<file path="src/rtl/sram_seq_pkg.sv">
package sram_seq_pkg;

  typedef enum logic [2:0] {
    ST_IDLE,
    ST_RD,
    ST_WSET,
    ST_WPUL,
    ST_WREC
  } seq_state_e;

  function automatic int cdiv(input int num, input int den);
    return (num + den - 1) / den;
  endfunction

  function automatic int imax(input int a, input int b);
    return (a > b) ? a : b;
  endfunction

endpackage

</file>
<file path="src/rtl/sram_seq_busguard.sv">
module sram_seq_busguard #(
  parameter int TURN_CYC = 2
) (
  input  logic clk,
  input  logic rst,
  input  logic rd_active,
  output logic bus_free
);

  localparam int CW = $clog2(TURN_CYC + 1);
  localparam logic [CW-1:0] TURN_LAST = CW'(TURN_CYC);

  logic [CW-1:0] quiet_q;

  always_ff @(posedge clk) begin
    if (rst)
      quiet_q <= TURN_LAST;
    else if (rd_active)
      quiet_q <= '0;
    else if (quiet_q != TURN_LAST)
      quiet_q <= quiet_q + 1'b1;
  end

  assign bus_free = (quiet_q == TURN_LAST);

  // a read strobe closes the bus to our drivers on the next cycle
  assert_guard_block_R7: assert property (@(posedge clk) disable iff (rst)
    rd_active |=> !bus_free);

endmodule

</file>
<file path="src/rtl/sram_seq_fsm.sv">
module sram_seq_fsm
  import sram_seq_pkg::*;
#(
  parameter int RD_CYC  = 3,
  parameter int WEL_CYC = 2,
  parameter int CNT_W   = 2
) (
  input  logic clk,
  input  logic rst,
  input  logic req,
  input  logic req_wr,
  input  logic bus_free,
  output logic accept,
  output logic capture,
  output logic cs_n,
  output logic we_n,
  output logic oe_n,
  output logic dq_oe,
  output logic ready
);

  localparam logic [CNT_W-1:0] RD_LAST = CNT_W'(RD_CYC - 1);
  localparam logic [CNT_W-1:0] WE_LAST = CNT_W'(WEL_CYC - 1);

  seq_state_e        state_q, state_d;
  logic [CNT_W-1:0]  cnt_q, cnt_d;

  always_comb begin
    state_d = state_q;
    cnt_d   = cnt_q;
    accept  = 1'b0;
    capture = 1'b0;
    case (state_q)
      ST_IDLE: begin
        if (req) begin
          accept  = 1'b1;
          cnt_d   = '0;
          state_d = req_wr ? ST_WSET : ST_RD;
        end
      end
      ST_RD: begin
        if (cnt_q == RD_LAST) begin
          capture = 1'b1;
          state_d = ST_IDLE;
        end else begin
          cnt_d = cnt_q + 1'b1;
        end
      end
      ST_WSET: begin
        if (bus_free) begin
          cnt_d   = '0;
          state_d = ST_WPUL;
        end
      end
      ST_WPUL: begin
        if (cnt_q == WE_LAST)
          state_d = ST_WREC;
        else
          cnt_d = cnt_q + 1'b1;
      end
      ST_WREC: state_d = ST_IDLE;
      default: state_d = ST_IDLE;
    endcase
  end

  always_ff @(posedge clk) begin
    if (rst) begin
      state_q <= ST_IDLE;
      cnt_q   <= '0;
      cs_n    <= 1'b1;
      we_n    <= 1'b1;
      oe_n    <= 1'b1;
      dq_oe   <= 1'b0;
      ready   <= 1'b1;
    end else begin
      state_q <= state_d;
      cnt_q   <= cnt_d;
      cs_n    <= (state_d == ST_IDLE);
      we_n    <= (state_d != ST_WPUL);
      oe_n    <= (state_d != ST_RD);
      dq_oe   <= (state_d == ST_WPUL) || (state_d == ST_WREC);
      ready   <= (state_d == ST_IDLE);
    end
  end

  // the write strobe and output enable never overlap
  assert_oe_we_excl_R5: assert property (@(posedge clk) disable iff (rst)
    !(!we_n && !oe_n));

  // chip select is already low the cycle before the write strobe falls
  assert_we_setup_R4: assert property (@(posedge clk) disable iff (rst)
    $fell(we_n) |-> $past(!cs_n));

  // chip select stays low in the cycle the write strobe rises
  assert_we_recover_R4: assert property (@(posedge clk) disable iff (rst)
    $rose(we_n) |-> !cs_n);

  // our drivers are off whenever the memory may be driving
  assert_drive_no_oe_R7: assert property (@(posedge clk) disable iff (rst)
    dq_oe |-> oe_n);

endmodule

</file>
<file path="src/rtl/sram_seq_datapath.sv">
module sram_seq_datapath #(
  parameter int ADDR_W = 18,
  parameter int DATA_W = 4
) (
  input  logic              clk,
  input  logic              rst,
  input  logic              accept,
  input  logic              capture,
  input  logic [ADDR_W-1:0] req_addr,
  input  logic [DATA_W-1:0] req_wdata,
  input  logic [DATA_W-1:0] mem_dq_in,
  output logic [ADDR_W-1:0] mem_addr,
  output logic [DATA_W-1:0] mem_dq_out,
  output logic [DATA_W-1:0] rdata,
  output logic              rvalid
);

  always_ff @(posedge clk) begin
    if (rst) begin
      mem_addr   <= '0;
      mem_dq_out <= '0;
    end else if (accept) begin
      mem_addr   <= req_addr;
      mem_dq_out <= req_wdata;
    end
  end

  always_ff @(posedge clk) begin
    if (rst) begin
      rdata  <= '0;
      rvalid <= 1'b0;
    end else begin
      rvalid <= capture;
      if (capture)
        rdata <= mem_dq_in;
    end
  end

  // read data is marked by a single-cycle pulse
  assert_rvalid_pulse_R3: assert property (@(posedge clk) disable iff (rst)
    rvalid |=> !rvalid);

endmodule

</file>
<file path="src/rtl/sram_seq_ctrl.sv">
module sram_seq_ctrl
  import sram_seq_pkg::*;
#(
  parameter int ADDR_W    = 18,
  parameter int DATA_W    = 4,
  parameter int CLK_PS    = 5000,
  parameter int T_ACC_PS  = 12000,
  parameter int T_RC_PS   = 12000,
  parameter int T_WC_PS   = 12000,
  parameter int T_WP_PS   = 10000,
  parameter int T_AW_PS   = 10000,
  parameter int T_DS_PS   = 7000,
  parameter int T_TURN_PS = 6000
) (
  input  logic              clk,
  input  logic              rst,
  input  logic              req,
  input  logic              req_wr,
  input  logic [ADDR_W-1:0] req_addr,
  input  logic [DATA_W-1:0] req_wdata,
  output logic              ready,
  output logic              rvalid,
  output logic [DATA_W-1:0] rdata,
  output logic [ADDR_W-1:0] mem_addr,
  output logic              mem_cs_n,
  output logic              mem_we_n,
  output logic              mem_oe_n,
  output logic [DATA_W-1:0] mem_dq_out,
  output logic              mem_dq_oe,
  input  logic [DATA_W-1:0] mem_dq_in
);

  localparam int RD_CYC   = imax(1, imax(cdiv(T_ACC_PS, CLK_PS), cdiv(T_RC_PS, CLK_PS)));
  localparam int WEL_CYC  = imax(1, imax(imax(cdiv(T_WP_PS, CLK_PS), cdiv(T_DS_PS, CLK_PS)),
                                         imax(cdiv(T_AW_PS, CLK_PS) - 1, cdiv(T_WC_PS, CLK_PS) - 2)));
  localparam int TURN_CYC = imax(1, cdiv(T_TURN_PS, CLK_PS));
  localparam int CNT_W    = $clog2(imax(RD_CYC, WEL_CYC) + 1);

  logic accept, capture, bus_free;

  sram_seq_fsm #(
    .RD_CYC (RD_CYC),
    .WEL_CYC(WEL_CYC),
    .CNT_W  (CNT_W)
  ) u_fsm (
    .clk     (clk),
    .rst     (rst),
    .req     (req),
    .req_wr  (req_wr),
    .bus_free(bus_free),
    .accept  (accept),
    .capture (capture),
    .cs_n    (mem_cs_n),
    .we_n    (mem_we_n),
    .oe_n    (mem_oe_n),
    .dq_oe   (mem_dq_oe),
    .ready   (ready)
  );

  sram_seq_busguard #(
    .TURN_CYC(TURN_CYC)
  ) u_guard (
    .clk      (clk),
    .rst      (rst),
    .rd_active(!mem_cs_n && !mem_oe_n),
    .bus_free (bus_free)
  );

  sram_seq_datapath #(
    .ADDR_W(ADDR_W),
    .DATA_W(DATA_W)
  ) u_dp (
    .clk       (clk),
    .rst       (rst),
    .accept    (accept),
    .capture   (capture),
    .req_addr  (req_addr),
    .req_wdata (req_wdata),
    .mem_dq_in (mem_dq_in),
    .mem_addr  (mem_addr),
    .mem_dq_out(mem_dq_out),
    .rdata     (rdata),
    .rvalid    (rvalid)
  );

  // the address does not move while the part stays selected
  assert_addr_hold_R8: assert property (@(posedge clk) disable iff (rst)
    (!mem_cs_n && $past(!mem_cs_n)) |-> $stable(mem_addr));

  // the user side sees idle exactly when the memory is deselected
  assert_ready_idle_R9: assert property (@(posedge clk) disable iff (rst)
    ready == mem_cs_n);

  // a low write strobe always has the data drivers on
  assert_we_driven_R6: assert property (@(posedge clk) disable iff (rst)
    !mem_we_n |-> mem_dq_oe);

endmodule

</file>
<file path="config.mk">
export PLATFORM = sky130hd
export DESIGN_NAME = sram_seq_ctrl
export DESIGN_NICKNAME = d
export VERILOG_FILES = /design/src/rtl/sram_seq_pkg.sv /design/src/rtl/sram_seq_busguard.sv /design/src/rtl/sram_seq_fsm.sv /design/src/rtl/sram_seq_datapath.sv /design/src/rtl/sram_seq_ctrl.sv
export SDC_FILE = /design/constraint.sdc
export NUM_CORES = 1
export LEC_CHECK = 0
export BUFFER_PORTS_ARGS = -buffer_cell sky130_fd_sc_hd__buf_2
export CORE_MARGIN = 3
export CORE_UTILIZATION = 50
export CTS_CLUSTER_SIZE = 8
export DETAILED_ROUTE_END_ITERATION = 6
export PLACE_DENSITY = 0.81
export SYNTH_ARGS = -nofsm -noshare
export SYNTH_HDL_FRONTEND = slang
export SYNTH_HIERARCHICAL = 1
export SYNTH_SLANG_ARGS = --single-unit
export TNS_END_PERCENT = 5
</file>
<file path="constraint.sdc">
create_clock -name clk -period 3.9 [get_ports clk]
set_input_delay 0 -clock clk [delete_from_list [all_inputs] [get_ports clk]]
set_output_delay 0 -clock clk [all_outputs]
set_load 0.05 [all_outputs]
</file>
== Word-level counts from Yosys, hierarchy flattened ==
Cells that the tools add are included.
Storage, ports and cells
  register bits: 38
  input bits: 30
  output and inout port bits: 32
  logic and storage cells: 56
Operators by class
  add/sub/neg operators: 2
  eq/ne operators: 15
  mux-type cells: 17
  reduce and logical (&&, ||, !) cells: 10
Operator list (count)
  two-way mux 2 bit: 7
  two-way mux 3 bit: 4
  one-hot mux 3 bit (4 select lines): 1
  inequality test 2 bit, second input constant: 5
  == test 3 x 2 -> 1 bit, second input constant: 3
  one-hot mux 2 bit (4 select lines): 1
  logical NOT 3 bit: 2
  AND reduction 5 bit: 1
  adder 2 x 1 -> 2 bit, second input constant: 2
  == test 2 bit, second input constant: 2
  two-way mux 1 bit: 4
  nonzero test 4 bit: 1
  == test 3 x 1 -> 1 bit, second input constant: 1
  == test 3 bit, second input constant: 1
  inequality test 3 x 1 -> 1 bit, second input constant: 1
  inequality test 3 x 2 -> 1 bit, second input constant: 1
  == test 2 x 1 -> 1 bit, second input constant: 1
  logical NOT 1 bit: 2
  nonzero test 2 bit: 1
  OR reduction 2 bit: 1
  logical AND 1 bit: 1
  logical OR 1 bit: 1

== Longest topological paths before layout ==
Gate-level depths: netlist of the first run.
  depth in word-level cells: 5
  gate-level depth with buffers: 7
  mapped depth without buffers: 5

== By module ==
The synthesis of the first run kept the hierarchy.
By module, submodules not included
  sram_seq_datapath: instances 1, cells an instance 87, area an instance 975.9 um^2, sequential area each 540.5 um^2
  sram_seq_fsm: instances 1, cells an instance 50, area an instance 457.9 um^2, sequential area each 180.2 um^2
  sram_seq_busguard: instances 1, cells an instance 6, area an instance 71.3 um^2, sequential area each 40.0 um^2
  sram_seq_ctrl: instances 1, cells an instance 1, area an instance 3.8 um^2, sequential area each 0.0 um^2

== Worst setup path after synthesis of the first run ==
No wires, ideal clock.
  path kind: reg2reg
  start: reg u_fsm.state_q[0]
  end: reg u_dp.mem_addr[0]
  library setup time: 117 ps
  data arrival time: 1159 ps
  data required time: 3783 ps
  slack: 2624 ps
  stages on the path, launching flop included: 8
  path buffers: 3
  clock period less this slack: 1276 ps
  cells stage by stage: dfxtp_1 > buf_6 > nor2b_1 > and2_1 > buf_6 > buf_12 > mux2i_1 > nor2_1
On the way
  longest elaborated chain between the ends: 2
RTL lines
  start: declaration: RTL line sram_seq_fsm.sv:25  | seq_state_e state_q, state_d;
  start signal: assignment: RTL line sram_seq_fsm.sv:76  | state_q <= state_d;
  logical NOT 3 bit: RTL line sram_seq_fsm.sv:33  | case (state_q)
  two-way mux 1 bit: RTL line sram_seq_fsm.sv:33
  net accept: RTL line sram_seq_ctrl.sv:39  | logic accept, capture, bus_free;
  end signal: assignment: RTL line sram_seq_datapath.sv:23  | mem_addr <= req_addr;
  end: declaration: RTL line sram_seq_datapath.sv:12  | output logic [ADDR_W-1:0] mem_addr,
The timed path passes the listed nets, and every way through them passes these cells.
A chain may end at the register's enable or synchronous reset.

== Final worst setup path of the first run ==
  start: reg u_fsm.state_q[0]
  end: reg u_dp.mem_addr[1]
The elaborated chain is that of the path after synthesis.

==> run summary, run 1 <==
Lkg Pwr - 0.9793 nW
antenna violations before repair - 0
crit-path leading delay family - simple AND/OR/NAND/NOR gates
Initial Utilization - 53.79%
max-slew violations - 0
total die area - 3713 µm²
chip width - 60.94 µm
synthesized area - 1509 µm²
Post-Synthesis Cells - 144
post-synthesis sequential area ratio - 50.41%
1st-iter DRT viols - 49
Pwr Density - 453.5 nW/µm²
max-cap viol count - 0
HPWL Detailed - 2274 µm
Sink Count - 38
global-route wire length before repair - 5423 µm
syn_area_per_cell - 10.48 µm²
minimum clock period - 2.168 ns
vias - 1,312
gr usage total - 20.62%
drt first pass iters - 4
Synth top cells by count - dfxtp_1, nor2_1, mux2i_1
fmax - 0.4614 GHz
unique cell type count in the Yosys netlist - 29
Yosys Warn Count - 6
top cell type by total area after synthesis - dfxtp_1
Via-to-Cell Ratio - 5.046
setup TNS - 0 ns
final period utilization - 55.58%
number of global-route vias before repair - 1,295
slowest library cell on the worst path - and2_1
Peak VDD IR - 0.2447 mV
net count after synthesis - 176
drt wl/cell - 14.05 µm
synthesized flop and latch total - 38
Boundary Pins - 62
CTS clk-pin slew, worst paths - 0.11 ns
critical path arrival - 2.38 ns
largest net degree at the start of global routing - 33
Routed WL - 3653 µm
TritonCTS buffer count - 5
Slew HR - 16.17%
clock buffer depth - 2
# diodes - 0
H-tree depth - 2
Hold Vio Cnt, Final - 0
Congestion Overflow GR - 0
Detail Route Antenna Nets - 0
Setup CP Type - reg2reg
setup violators final - 0
status - finished clean
post-CTS resize count - 0
area share of the largest cell type after synthesis - 50.41%
TritonCTS clock tree - yes
chip height - 60.94 µm
crit path max fanout - 22
share of post-route cells with drive strength above 1 - 31.44%
RSZ-0062 raised after global routing - no
total power - 941.4 µW
routability congestion estimate - 0.7740
worst-margin pin slew - 1.257 ns
critical path capture point type - register
CP max stage delay - 1.00 ns
Layout Skew - 0.01286 ns
DRC violations left - 0
startpoint type of the worst setup path - register
Root Buffer - clkbuf_4
hold crit path type - in2reg
worst-skew pair later-pin latency - 0.34 ns
Post-synth EDFFs - 0
Rows - 19
Main synth FF type - dfxtp_1
CORE AREA - 2805 µm²
Synth async-reset ratio - 0%
required time of the critical path - 4.11 ns
Buf+Inv Stages, Crit Path - 0
cells along the critical path - nor2b_1, and2_1, mux2i_1, nor2_1
Layout area overhead - 37.56%
main area contributors after synthesis - dfxtp_1, mux2i_1, nor2_1
Final #Nets - 260
most numerous cell in the Yosys netlist - dfxtp_1
final hold slack - 0.08336 ns
I/O Buffers - 61
## metrics by stage
step           instance area, µm²  instances  utilization, %  setup slack [ns]
3_3_place_gp                 1752        226           62.44             1.877
6_report                     2076        260           74.00             1.732
4_1_cts                      2076        260           74.00             1.786
3_5_place_dp                 1752        226           62.44             1.789
5_1_grt                      2076        260           74.00             1.602
2_1_floorplan                1509        144               -             2.624
## per-layer routing
metal / routed length, µm / GRT usage [%]
met3: 268 / 6.383
met4: 129 / 14.55
met1: 1273 / 18.53
met2: 1981 / 38.47
met5: 0 / 0
## timing repair
item                      CTS  global route
hold endpoints to repair   26             0
hold buffers               26             0
buffers inserted            0             0
## layout by cell type, fill, tap and decap left out
cell type / instances
o31ai_1: 1
mux2i_1: 29
buf_2: 61
nor4_1: 1
nand4b_1: 1
dfxtp_1: 38
and3_1: 1
o21bai_1: 1
a22oi_2: 1
dlygate4sd3_1: 26
nor2b_1: 4
clkbuf_8: 1
clkinv_2: 1
nand2b_1: 1
a21oi_1: 2
inv_1: 4
nor2_1: 33
nand3_1: 1
ha_1: 2
xnor2_1: 1
nand2_1: 4
o22ai_1: 1
nand3b_1: 1
clkbuf_4: 5
and2_1: 2
clkinvlp_4: 1
mux2_4: 1
and2b_2: 1
o21ai_0: 1
nor3b_1: 1
a2111o_1: 1
## worst paths after layout
path	startpoint	endpoint	slack, ns	cells after the start
min reg2reg	u_guard/quiet_q[0]	u_guard/quiet_q[0]	0.49	1
min	req_wr	u_fsm/state_q[1]	0.08	4
max reg2reg	u_fsm/state_q[0]	u_dp/mem_addr[1]	1.73	4
max	u_fsm/state_q[0]	u_dp/mem_addr[1]	1.73	4
## cells by family (layout without fill, tap and decap cells)
kind of cell    Yosys count  count (layout)  synth area share (%)
compound gates            8               8                 3.980
simple gates             51              51                 15.42
xor+xnor                  1               1                0.5805
flops                    38              38                 50.41
buf+inv                  14              99                 7.711
fa+ha+maj                 2               2                 1.658
mux                      30              30                 20.23
## flip-flops by register name, indices dropped and copies added, names as in the netlist
name	cells
u_dp/mem_addr	18
u_dp/mem_dq_out	4
u_dp/rdata	4
u_fsm/state_q	3
u_fsm/cnt_q	2
u_guard/quiet_q	2
u_dp/rvalid	1
u_fsm/dq_oe	1
u_fsm/oe_n	1
u_fsm/ready	1
u_fsm/we_n	1
## tightest hold or removal path, delay by kind of cell
kind	cells	cell delay [ns]
buffers and inverters	1	0.09
AO/OA/AOI/OAI	2	0.17
AND/OR/NAND/NOR	1	0.13
## area by class of cell
| cell class | count | area (µm²) |
|---|---|---|
| clock buffers | 6 | 51.30 |
| clock inverters | 2 | 12.51 |
| fillers | 197 | 729.5 |
| inverters | 4 | 15.01 |
| multi-input cells | 92 | 631.9 |
| flip-flops and latches | 38 | 760.7 |
| well taps | 31 | 38.79 |
| repair buffers | 87 | 565.5 |
## power breakdown
part / switching, mW / total, mW / internal [mW]
registers: 0.0261 / 0.448 / 0.422
clock network: 0.121 / 0.208 / 0.0866
logic: 0.180 / 0.285 / 0.105
total: 0.328 / 0.941 / 0.613
Note: power is estimated with default switching activity, not from simulation.
==> run 2, diff against run 1 <==
--- a/config.mk
+++ b/config.mk
@@ -5,12 +5,13 @@
 export SDC_FILE = /design/constraint.sdc
 export NUM_CORES = 1
 export LEC_CHECK = 0
+export ABC_AREA = 1
 export BUFFER_PORTS_ARGS = -buffer_cell sky130_fd_sc_hd__buf_2
 export CORE_MARGIN = 3
-export CORE_UTILIZATION = 50
+export CORE_UTILIZATION = 44
 export CTS_CLUSTER_SIZE = 8
 export DETAILED_ROUTE_END_ITERATION = 6
-export PLACE_DENSITY = 0.81
+export PLACE_DENSITY = 0.73
 export SYNTH_ARGS = -nofsm -noshare
 export SYNTH_HDL_FRONTEND = slang
 export SYNTH_HIERARCHICAL = 1
==> constraint.sdc (replaced) <==
create_clock -name clk -period 1.9 [get_ports clk]
set_input_delay 0 -clock clk [delete_from_list [all_inputs] [get_ports clk]]
set_output_delay 0 -clock clk [all_outputs]
set_load 0.05 [all_outputs]
==> run summary, run 2 <==
Boundary Pins - 62
most frequent cells in the layout - nand2_1, buf_2, nor2_1
fmax - 0.7450 GHz
status - finished clean
Hold Path Cell Cnt - 5
Final Worst Setup Slack - 0.5577 ns
Crit path top cell by count - nand2_1
Root Buffer - clkbuf_8
Synth top cells by count - nand2_1, nor2_1, dfxtp_1, inv_1, nor2_2
setup violators final - 0
most numerous cell in the Yosys netlist - nand2_1
Detail Route Antenna Nets - 0
I/O Buffers - 61
max-cap viol count - 0
RSZ-0062 raised after global routing - no
final period utilization - 70.65%
reg-to-reg setup timing slack - 0.56 ns
final instance area - 2381 µm²
Placed Instances - 350
crit path max fanout - 44
Peak VDD IR - 0.5301 mV
dpl cell area - 2028 µm²
worst-margin pin slew - 0.4365 ns
post-synthesis sequential area ratio - 44.31%
Routed WL - 3680 µm
setup TNS - 0 ns
Sink Count - 38
CORE AREA - 3716 µm²
Buf+Inv Stages, Crit Path - 1
post-synthesis compound-gate area fraction - 2.624%
max reg flops - 18
setup bufs post-CTS - 0
Rows - 22
Setup CP Type - reg2reg
largest net degree at the start of global routing - 45
Largest regs - u_dp/mem_addr: 18 flops, u_dp/mem_dq_out: 4 flops, u_dp/rdata: 4 flops
area share of the largest cell type after synthesis - 44.31%
TritonCTS buffer count - 5
drt wl/cell - 9.659 µm
Initial Utilization - 46.20%
1st-iter DRT viols - 141
total die area - 4687 µm²
antenna violations before repair - 0
slowest library cell on the worst path - dfxtp_1
share of post-route cells with drive strength above 1 - 27.63%
HPWL Detailed - 2306 µm
Congestion Overflow GR - 0
Post-Synthesis Cells - 248
Post-Synth Adder-Cell Area - 1.458%
hold path endpoint - u_dp/rdata[3]
multiplexer share of the synthesized area - 0%
net count after synthesis - 280
most frequent standard cell in the layout excluding fill and tap cells - nand2_1
Synth async-reset ratio - 0%
Critical R2R Launch - u_fsm/state_q[0]
Pwr Density - 1116 nW/µm²
total power - 2.658 mW
main area contributors after synthesis - dfxtp_1, nand2_1, nor2_1
main combinational cell family by area after synthesis - simple AND/OR/NAND/NOR gates
Top reg by flops - u_dp/mem_addr
Synth Area in XOR/XNOR - 0%
unique cell type count in the Yosys netlist - 24
post-CTS resize count - 0
Yosys Warn Count - 6
# diodes - 0
clock buffer depth - 2
worst-skew pair later-pin latency - 0.29 ns
vias - 1,637
Cell Count, Final, Fillers Out - 381
Final #Nets - 365
Lkg Pwr - 1.308 nW
DRC violations left - 0
hold_sp - mem_dq_in[3]
Post-synth EDFFs - 0
drt first pass iters - 5
gr usage total - 16.17%
critical path arrival - 1.53 ns
critical path capture point type - register
startpoint type of the worst setup path - register
Hold Buf Count CTS - 24
number of global-route vias before repair - 1,318
global-route wire length before repair - 5595 µm
hold crit path type - in2reg
Worst Reg-to-Reg Cells - 7
worst flop-to-flop path endpoint - u_dp/mem_addr[5]
Filler cells - 340
syn_area_per_cell - 6.922 µm²
routability congestion estimate - 0.8726
Main synth FF type - dfxtp_1
Layout Skew - 0.005074 ns
Layout area overhead - 38.70%
TritonCTS clock tree - yes
H-tree depth - 2
synthesized area - 1717 µm²
crit-path leading delay family - simple AND/OR/NAND/NOR gates
required time of the critical path - 2.09 ns
chip height - 68.46 µm
chip width - 68.46 µm
CP max stage delay - 0.36 ns
max-slew violations - 0
cells along the critical path - nor2_2, nand2_1, nor2_2, buf_12, nand2_1, nand2_1, nor2_1
CTS clk-pin slew, worst paths - 0.07 ns
minimum clock period - 1.342 ns
synthesized flop and latch total - 38
Synth Area in Simple Gates - 37.54%
Hold Vio Cnt, Final - 0
dpl ws - 0.5611 ns
Slew HR - 70.86%
top cell type by total area after synthesis - dfxtp_1
Via-to-Cell Ratio - 4.297
## run 2: changes by cell type in the layout (fill, tap and decap cells not counted), sizes merged, moves of 4 or more
cell,previous run,this run
nor2b,4,0
nand3,1,5
nor2,33,68
inv,4,42
nand2,4,68
mux2i,29,0
## run 2: worst register-to-register path: stages (launching register included)
cell and delay, ns:
dfxtp_1 0.36, nor2_2 0.22, nand2_1 0.11, nor2_2 0.14
buf_12 0.22, nand2_1 0.09, nand2_1 0.06, nor2_1 0.04
## run 2: layout make-up
| type | count | area [µm²] | share of cell area (%) |
|---|---|---|---|
| Timing Repair Buffer | 87 | 573.1 | 24.07 |
| Tap cell | 48 | 60.06 | 2.522 |
| Inverter | 42 | 157.7 | 6.621 |
| Sequential cell | 38 | 760.7 | 31.95 |
| Clock inverter | 1 | 30.03 | 1.261 |
| Clock buffer | 6 | 82.58 | 3.468 |
| Multi-Input combinational cell | 159 | 716.9 | 30.11 |
## run 2: worst max-delay path by stage
stage                                start           endpoint  cells after the start
after floorplan           u_fsm/state_q[0]   u_dp/mem_addr[2]                      8
after global placement    u_fsm/state_q[0]   u_dp/mem_addr[5]                      7
after detailed placement  u_fsm/state_q[0]   u_dp/mem_addr[5]                      7
after CTS                 u_fsm/state_q[0]   u_dp/mem_addr[5]                      7
after global routing      u_fsm/state_q[0]  u_dp/mem_addr[11]                      7
final                     u_fsm/state_q[0]   u_dp/mem_addr[5]                      7
## run 2: through the flow
stage / hold slack (ns) / util, %
6_report: 0.002785 / 64.07
5_1_grt: 0.004094 / 64.07
4_1_cts: 0.0002690 / 64.07
3_5_place_dp: 0.2781 / 54.58
3_3_place_gp: 0.2794 / 54.58
2_1_floorplan: 0.06244 / -
## run 2: cell families after synthesis
group	Yosys count
AO/OA/AOI/OAI	7
flip-flops	38
AND/OR/NAND/NOR	150
buffers and inverters	51
adder cells (fa/ha/maj)	2
## run 2: layer usage
layer / global-route usage [%] / part of all wire, % / wire (µm)
met4: 5.955 / 1.5 / 57
met1: 18.31 / 45 / 1656
met2: 27.06 / 45 / 1659
met3: 6.568 / 8.3 / 307
met5: 0 / 0 / 0
## run 2: report_power, final
part / internal (mW) / switching (mW)
logic: 0.302 / 0.686
clock network: 0.420 / 0.266
registers: 0.917 / 0.0674
total: 1.64 / 1.02
